<file path="src/rtl/erase_seq_pkg.sv">
package erase_seq_pkg;

  localparam int SEQ_LEN = 6;

  typedef struct packed {
    logic clear;
    logic advance;
    logic loadFirst;
  } seqStrobe_t;

  function automatic logic [14:0] stepAddr(input int idx);
    case (idx)
      1, 4:    stepAddr = 15'h2AAA;
      default: stepAddr = 15'h5555;
    endcase
  endfunction

  function automatic logic [7:0] stepData(input int idx);
    case (idx)
      0, 3:    stepData = 8'hAA;
      1, 4:    stepData = 8'h55;
      2:       stepData = 8'h80;
      default: stepData = 8'h10;
    endcase
  endfunction

endpackage

</file>
<file path="src/rtl/erase_seq_dp.sv">
module erase_seq_dp
  import erase_seq_pkg::*;
#(
  parameter int ADDR_W = 16,
  parameter int CMP_W  = 15,
  parameter int DATA_W = 8,
  parameter int STEP_W = 3
) (
  input  logic              clk,
  input  logic              rstN,
  input  logic [ADDR_W-1:0] wrAddr,
  input  logic [DATA_W-1:0] wrData,
  input  seqStrobe_t        strobe,
  output logic              matchCur,
  output logic              matchFirst,
  output logic              atLast,
  output logic [STEP_W-1:0] stepQ
);

  localparam int VEC_W = 2 ** STEP_W;

  logic [VEC_W-1:0] matchVec;
  logic [CMP_W-1:0] cmpAddr;

  assign cmpAddr = wrAddr[CMP_W-1:0];

  for (genvar i = 0; i < VEC_W; i++) begin : g_step
    if (i < SEQ_LEN) begin : g_real
      assign matchVec[i] = (cmpAddr == CMP_W'(stepAddr(i))) &&
                           (wrData == DATA_W'(stepData(i)));
    end else begin : g_pad
      assign matchVec[i] = 1'b0;
    end
  end

  assign matchCur   = matchVec[stepQ];
  assign matchFirst = matchVec[0];
  assign atLast     = (stepQ == STEP_W'(SEQ_LEN - 1));

  always_ff @(posedge clk or negedge rstN) begin
    if (!rstN)                 stepQ <= '0;
    else if (strobe.clear)     stepQ <= '0;
    else if (strobe.advance)   stepQ <= stepQ + STEP_W'(1);
    else if (strobe.loadFirst) stepQ <= STEP_W'(1);
  end

endmodule

</file>
<file path="src/rtl/erase_seq_ctl.sv">
module erase_seq_ctl
  import erase_seq_pkg::*;
(
  input  logic       clk,
  input  logic       rstN,
  input  logic       wrValid,
  input  logic       eraseBusy,
  input  logic       matchCur,
  input  logic       matchFirst,
  input  logic       atLast,
  output seqStrobe_t strobe,
  output logic       eraseStart
);

  logic accept;
  logic fire;

  assign accept = wrValid && !eraseBusy;
  assign fire   = accept && matchCur && atLast;

  always_comb begin
    strobe.clear     = eraseBusy || fire ||
                       (accept && !matchCur && !matchFirst);
    strobe.advance   = accept && matchCur && !atLast;
    strobe.loadFirst = accept && !matchCur && matchFirst;
  end

  always_ff @(posedge clk or negedge rstN) begin
    if (!rstN) eraseStart <= 1'b0;
    else       eraseStart <= fire;
  end

endmodule

</file>
<file path="src/rtl/erase_seq_detect.sv">
module erase_seq_detect
  import erase_seq_pkg::*;
#(
  parameter int ADDR_W = 16,
  parameter int CMP_W  = 15,
  parameter int DATA_W = 8
) (
  input  logic              clk,
  input  logic              rstN,
  input  logic              wrValid,
  input  logic [ADDR_W-1:0] wrAddr,
  input  logic [DATA_W-1:0] wrData,
  input  logic              eraseBusy,
  output logic              eraseStart
);

  localparam int STEP_W = $clog2(SEQ_LEN);

  seqStrobe_t        strobe;
  logic              matchCur;
  logic              matchFirst;
  logic              atLast;
  logic [STEP_W-1:0] stepQ;

  erase_seq_dp #(
    .ADDR_W(ADDR_W), .CMP_W(CMP_W), .DATA_W(DATA_W), .STEP_W(STEP_W)
  ) dp_i (
    .clk(clk), .rstN(rstN), .wrAddr(wrAddr), .wrData(wrData),
    .strobe(strobe), .matchCur(matchCur), .matchFirst(matchFirst),
    .atLast(atLast), .stepQ(stepQ)
  );

  erase_seq_ctl ctl_i (
    .clk(clk), .rstN(rstN), .wrValid(wrValid), .eraseBusy(eraseBusy),
    .matchCur(matchCur), .matchFirst(matchFirst), .atLast(atLast),
    .strobe(strobe), .eraseStart(eraseStart)
  );

endmodule

</file>
<file path="config.mk">
export PLATFORM = sky130hd
export DESIGN_NAME = erase_seq_detect
export DESIGN_NICKNAME = d
export VERILOG_FILES = /design/src/rtl/erase_seq_pkg.sv /design/src/rtl/erase_seq_dp.sv /design/src/rtl/erase_seq_ctl.sv /design/src/rtl/erase_seq_detect.sv
export SDC_FILE = /design/constraint.sdc
export NUM_CORES = 1
export LEC_CHECK = 0
export BUFFER_PORTS_ARGS = -buffer_cell sky130_fd_sc_hd__buf_2
export CAP_MARGIN = 15
export CORE_MARGIN = 2
export CORE_UTILIZATION = 43
export DETAILED_ROUTE_END_ITERATION = 10
export GPL_TIMING_DRIVEN = 0
export PLACE_DENSITY = 0.75
export SLEW_MARGIN = 20
export SYNTH_ARGS = -nofsm -noshare
export SYNTH_HDL_FRONTEND = slang
export SYNTH_SLANG_ARGS = --single-unit
</file>
<file path="constraint.sdc">
create_clock -name clk -period 1.9 [get_ports clk]
set_clock_uncertainty 0.2 [all_clocks]
set_input_delay 0.57 -clock clk [delete_from_list [all_inputs] [get_ports clk]]
set_output_delay 0.57 -clock clk [all_outputs]
set_load 0.01 [all_outputs]
</file>
Yosys cells after proc, flatten, opt, wreduce, memory -nomap -nowiden
Index checks and enable logic that the tools add are counted.
{"block": "totals", "ff_bits": 4, "input_bits": 28, "output_inout_bits": 1, "word_cells": 34}
{"block": "op_classes", "n_addsub": 1, "order_cmp": 1, "eq_ne": 7, "n_mux": 5, "reduce_logical": 18}
{"cell": "== test 8 bit (second input constant)", "n": 2}
{"cell": "== test 15 x 14 -> 1 bit (second input constant)", "n": 1}
{"cell": "== test 15 bit (second input constant)", "n": 1}
{"cell": "logical AND 1 bit", "n": 11}
{"cell": "two-way mux 3 bit", "n": 3}
{"cell": "== test 8 x 5 -> 1 bit (second input constant)", "n": 1}
{"cell": "== test 8 x 7 -> 1 bit (second input constant)", "n": 1}
{"cell": "zero test 1 bit", "n": 4}
{"cell": "less-than comparator 3 x 4 -> 1 bit (second input constant)", "n": 1}
{"cell": "adder 3 x 1 -> 3 bit (second input constant)", "n": 1}
{"cell": "binary-select mux 1 bit (select 3 bit)", "n": 1}
{"cell": "== test 3 bit (second input constant)", "n": 1}
{"cell": "nonzero test 3 bit", "n": 1}
{"cell": "logical OR 1 bit", "n": 2}
{"cell": "two-way mux 1 bit", "n": 1}

Longest topological paths before layout
{"block": "depth", "ltp_word": 10, "mapped_depth": 6, "mapped_depth_nobuf": 5}

Modules after synthesis
Synthesis repeated with hierarchy kept, for this count alone.
{"block": "hier_totals", "cells_unflattened": 49, "hier_area_um2": 465.4}
{"mod": "erase_seq_dp", "n_inst": 1, "cells_per_inst": 42, "area_each_um2": 375.4, "seq_area_each_um2": 75.1}
{"mod": "erase_seq_ctl", "n_inst": 1, "cells_per_inst": 7, "area_each_um2": 90.1, "seq_area_each_um2": 25.0}

Least setup slack after synthesis
Ideal clock, no wire load.
{"block": "synth_path", "path_type": "in2reg", "start": "input port wrAddr[12]", "end": "register dp_i.stepQ[0]", "setup_ns": 0.136, "arrival_time_ns": 1.518, "required_time_ns": 1.564, "setup_slack_ns": 0.046, "stages": 5, "path_buffers": 0, "cell_sequence": "and4bb_2 > nand4_1 > o31a_1 > o2111ai_1 > o211ai_1"}
{"block": "synth_via", "elab_chain_cells": 9, "word_cells_on_any_way": 21, "classes_between": "eq/ne: 2; mux: 4; reduce/logical: 15"}
{"element": "start: declaration", "line": "erase_seq_detect.sv:11", "rtl": "input logic [ADDR_W-1:0] wrAddr,"}
{"element": "== test 15 bit or == test 15 x 14 -> 1 bit (tied branches)", "line": "erase_seq_dp.sv:29", "rtl": "assign matchVec[i] = (cmpAddr == CMP_W'(stepAddr(i))) &&"}
{"element": "logical AND 1 bit", "line": "erase_seq_dp.sv:29"}
{"element": "binary-select mux 1 bit (select 3 bit)", "line": "erase_seq_dp.sv:36", "rtl": "assign matchCur = matchVec[stepQ];"}
{"element": "two-way mux 1 bit (implied by the code)", "line": "erase_seq_dp.sv:36"}
{"element": "logical AND 1 bit or zero test 1 bit (tied branches)"}
{"element": "logical AND 1 bit (on tied branches)", "line": "erase_seq_ctl.sv:19, erase_seq_ctl.sv:23, erase_seq_ctl.sv:25"}
{"element": "logical OR 1 bit or logical AND 1 bit (tied branches)", "line": "erase_seq_ctl.sv:22, erase_seq_ctl.sv:23"}
{"element": "logical OR 1 bit", "line": "erase_seq_ctl.sv:22", "rtl": "strobe.clear = eraseBusy || fire ||"}
{"element": "nonzero test 3 bit (no source line) or two-way mux 3 bit (tied branches)"}
{"element": "end signal: assignment", "line": "erase_seq_dp.sv:43", "rtl": "else if (strobe.advance) stepQ <= stepQ + STEP_W'(1);"}
{"element": "end: declaration", "line": "erase_seq_dp.sv:17", "rtl": "output logic [STEP_W-1:0] stepQ"}
Several ways; a longest one is shown, not always the timed one. The select of a mux whose other input is x is not followed.
A chain may end at the register's enable or synchronous reset.

Worst setup path after layout
Same ends and word-level chain as after synthesis.

==> impl_metrics.csv <==
group,metric,value,unit
setup_path,critPathLaunchType,"input pin",
status,status,"finished, final reports clean",
floorplanning,die_h,40.1,um
cts,clkSinkCount,4,
min_path,min_path_type,"in -> reg",
floorplanning,die-area,1610,um^2
cts,numCtsBuffers,3,
floorplanning,fp.dieW,40.1,um
global_routing,antenna_found_initial,0,
drt,final_antenna_net_count,0,
setup_path,path_buf_inv,1,
sta,slew_violations,0,
logic_synthesis,ys_warn_count,0,
sta,fin_crit_sh,0.989,
setup_path,crit_type,"in -> reg",
setup_path,slowest_stage,"o31a_1",
placed_design,place_congestion,0.870,
sta,finalSetupTns,0,ps
sta,max_freq,532,MHz
layout,instances_no_fill,113,
setup_path,crit_required,1810,ps
layout,final_nets,130,
logic_synthesis,yosysUniqueCellTypes,33,
global_routing,grt_max_degree,10,
placed_design,pre_cts_ws,-191,ps
cts,insertion_delay,240,ps
logic_synthesis,syn_nets,97,
logic_synthesis,ys_seq_area_frac,0.178,
layout,postLayoutCoreUtil,0.618,
drt,vias_per_cell,6.08,
flow_run,max_cap_viol_count,0,
global_routing,grt_usage,0.220,
layout,diodes,0,
sta,max_slew_margin,0.802,
sta,setup_viol_count_final,0,
placed_design,placed_cells,109,
setup_path,crit_path_end_kind,"flop",
layout,mostFrequentLayoutCell,"buf_2",
logic_synthesis,syn_inst,67,
setup_path,critPathMaxFanout,3,
logic_synthesis,syn_avg_cell_area,8.38,um^2
drt,drt_wl_total,1560,um
cts,root_buffer,"clkbuf_4",
floorplanning,core.rowCount,13,
setup_path,worst-endpoint-arrival,1780,ps
sta,worstMarginPinSlew,294,ps
global_routing,grt_overflow,0,
layout,areaGrowthSynthToFinish,37.9,%
logic_synthesis,synth-async-reset-ratio,1.00,
power_and_ir_drop,power.density,330,nW/um^2
sta,setup_slack,20.8,ps
floorplanning,io_pins,29,
logic_synthesis,synth-seq-cells,4,
cts,clk_pin_slew,40,ps
drt,drtIter0Drc,21,
drt,dr.pass1.iters,4,
logic_synthesis,synth_top_area_frac,0.178,
layout,layout_common_cells,"buf_2, nand2_1, nor3_1",
placed_design,dpl.hpwl,1240,um
logic_synthesis,synth_edf_count,0,
cts,cts_setup_buffers,0,
power_and_ir_drop,vdd_drop_max,0.000254,V
logic_synthesis,synth.area.top_cells,"dfrtp_1, and4bb_2, nor3_1",
floorplanning,coreArea,1250,um^2
layout,drive_gt1_frac,0.480,
setup_path,slowest_delay,330,ps
logic_synthesis,syn_area,562,um^2
global_routing,grt_first_pass_wirelength,2370,um
drt,wl_per_cell,13.8,um
cts,cts_tree,"yes",
drt,num_vias,687,
global_routing,grt_pass1_vias,628,
placed_design,port_buffers,27,
sta,final-hold-violation-count,0,
logic_synthesis,synth-main-ff-cell,"dfrtp_1",
cts,cts.path.max_buffers,2,
sta,fin_crit,1880,ps
drt,drc,0,
logic_synthesis,synth.largest_area_cell,"dfrtp_1",
sta,holdWs,334,ps
floorplanning,start_util,0.449,
setup_path,crit_chain,"buf_2, and4bb_2, nand4_1, o31a_1, o2111ai_1, o211ai_1",
cts,htree_levels,1,
setup_path,crit_family,"compound AO/OA/AOI/OAI gates",
power_and_ir_drop,p_leak,0.320,nW
-- final timing paths --
| check | depth (start not counted) | startpoint | slack (ps) | endpoint |
|---|---|---|---|---|
| max | 6 | wrAddr[12] | 20 | dp_i.stepQ[0] |
| min | 2 | eraseBusy | 330 | dp_i.stepQ[2] |
| max reg2reg | 5 | dp_i.stepQ[1] | 70 | dp_i.stepQ[1] |
| min reg2reg | 2 | dp_i.stepQ[2] | 480 | dp_i.stepQ[2] |
| max in group asynchronous | 2 | rstN | 910 | ctl_i.eraseStart |
| min in group asynchronous | 2 | rstN | 470 | dp_i.stepQ[0] |
-- per-layer routing --
metal / GRT usage / up-vias / part of all wire / routed length (um)
met5: 0 / - / 0 / 0
met1: 0.247 / 321 / 0.42 / 649
met4: 0.0259 / 0 / 0 / 0
met3: 0.0667 / 0 / 0.046 / 72
li1: - / 338 / - / -
met2: 0.411 / 28 / 0.54 / 840
-- cell usage after synthesis (2+ instances only) --
library cell and instances:
a21oi_1 4, and3_1 2, and4b_2 2, and4bb_2 3
dfrtp_1 4, ha_1 2, inv_1 2, nand2_1 6
nand2b_1 2, nand3_1 4, nand4_1 3, nor2_1 4
nor3_1 6, nor4_1 2, nor4b_1 2, o211ai_1 2
-- state kept, by name, indices dropped and copies added, names as in the netlist --
name / flops
ctl_i.eraseStart: 1
dp_i.stepQ: 3
-- metrics by stage --
| stage | total power, W | area, um^2 |
|---|---|---|
| 3_5_place_dp | 0.000144 | 716 |
| 2_1_floorplan | 0.000104 | 562 |
| 5_1_grt | 0.000272 | 774 |
| 4_1_cts | 0.000259 | 748 |
| 6_report | 0.000256 | 774 |
| 3_3_place_gp | 0.000142 | 716 |
-- report_power, final --
group	total, W	internal, W	switching (W)
clock network	0.000108	0.0000708	0.0000375
logic	0.0000618	0.0000335	0.0000282
registers	0.0000856	0.0000856	0.00000000000210
-- layout make-up --
| class | count | area (um^2) |
|---|---|---|
| Tap cell | 15 | 18.8 |
| Buffer | 1 | 11.3 |
| Clock buffer | 3 | 22.5 |
| Inverter | 2 | 7.51 |
| Fill cell | 112 | 478 |
| Sequential cell | 4 | 100 |
| Timing Repair Buffer | 28 | 145 |
| Multi-Input combinational cell | 60 | 469 |
-- logic make-up (layout without fill, tap and decap cells) --
family          Yosys count  count (layout)  synth area share
xor+xnor                  1               1            0.0156
buf+inv                   3              34            0.0334
simple gates             44              44             0.552
compound gates           13              13             0.176
flops                     4               4             0.178
fa+ha+maj                 2               2            0.0445
-- what timing repair did --
item,4_1_cts,5_1_grt
endpoints found under the setup margin,0,3
resized for setup,0,4
hold buffers,1,0
hold endpoints to repair,4,0
Note: power is estimated with default switching activity, not from simulation.
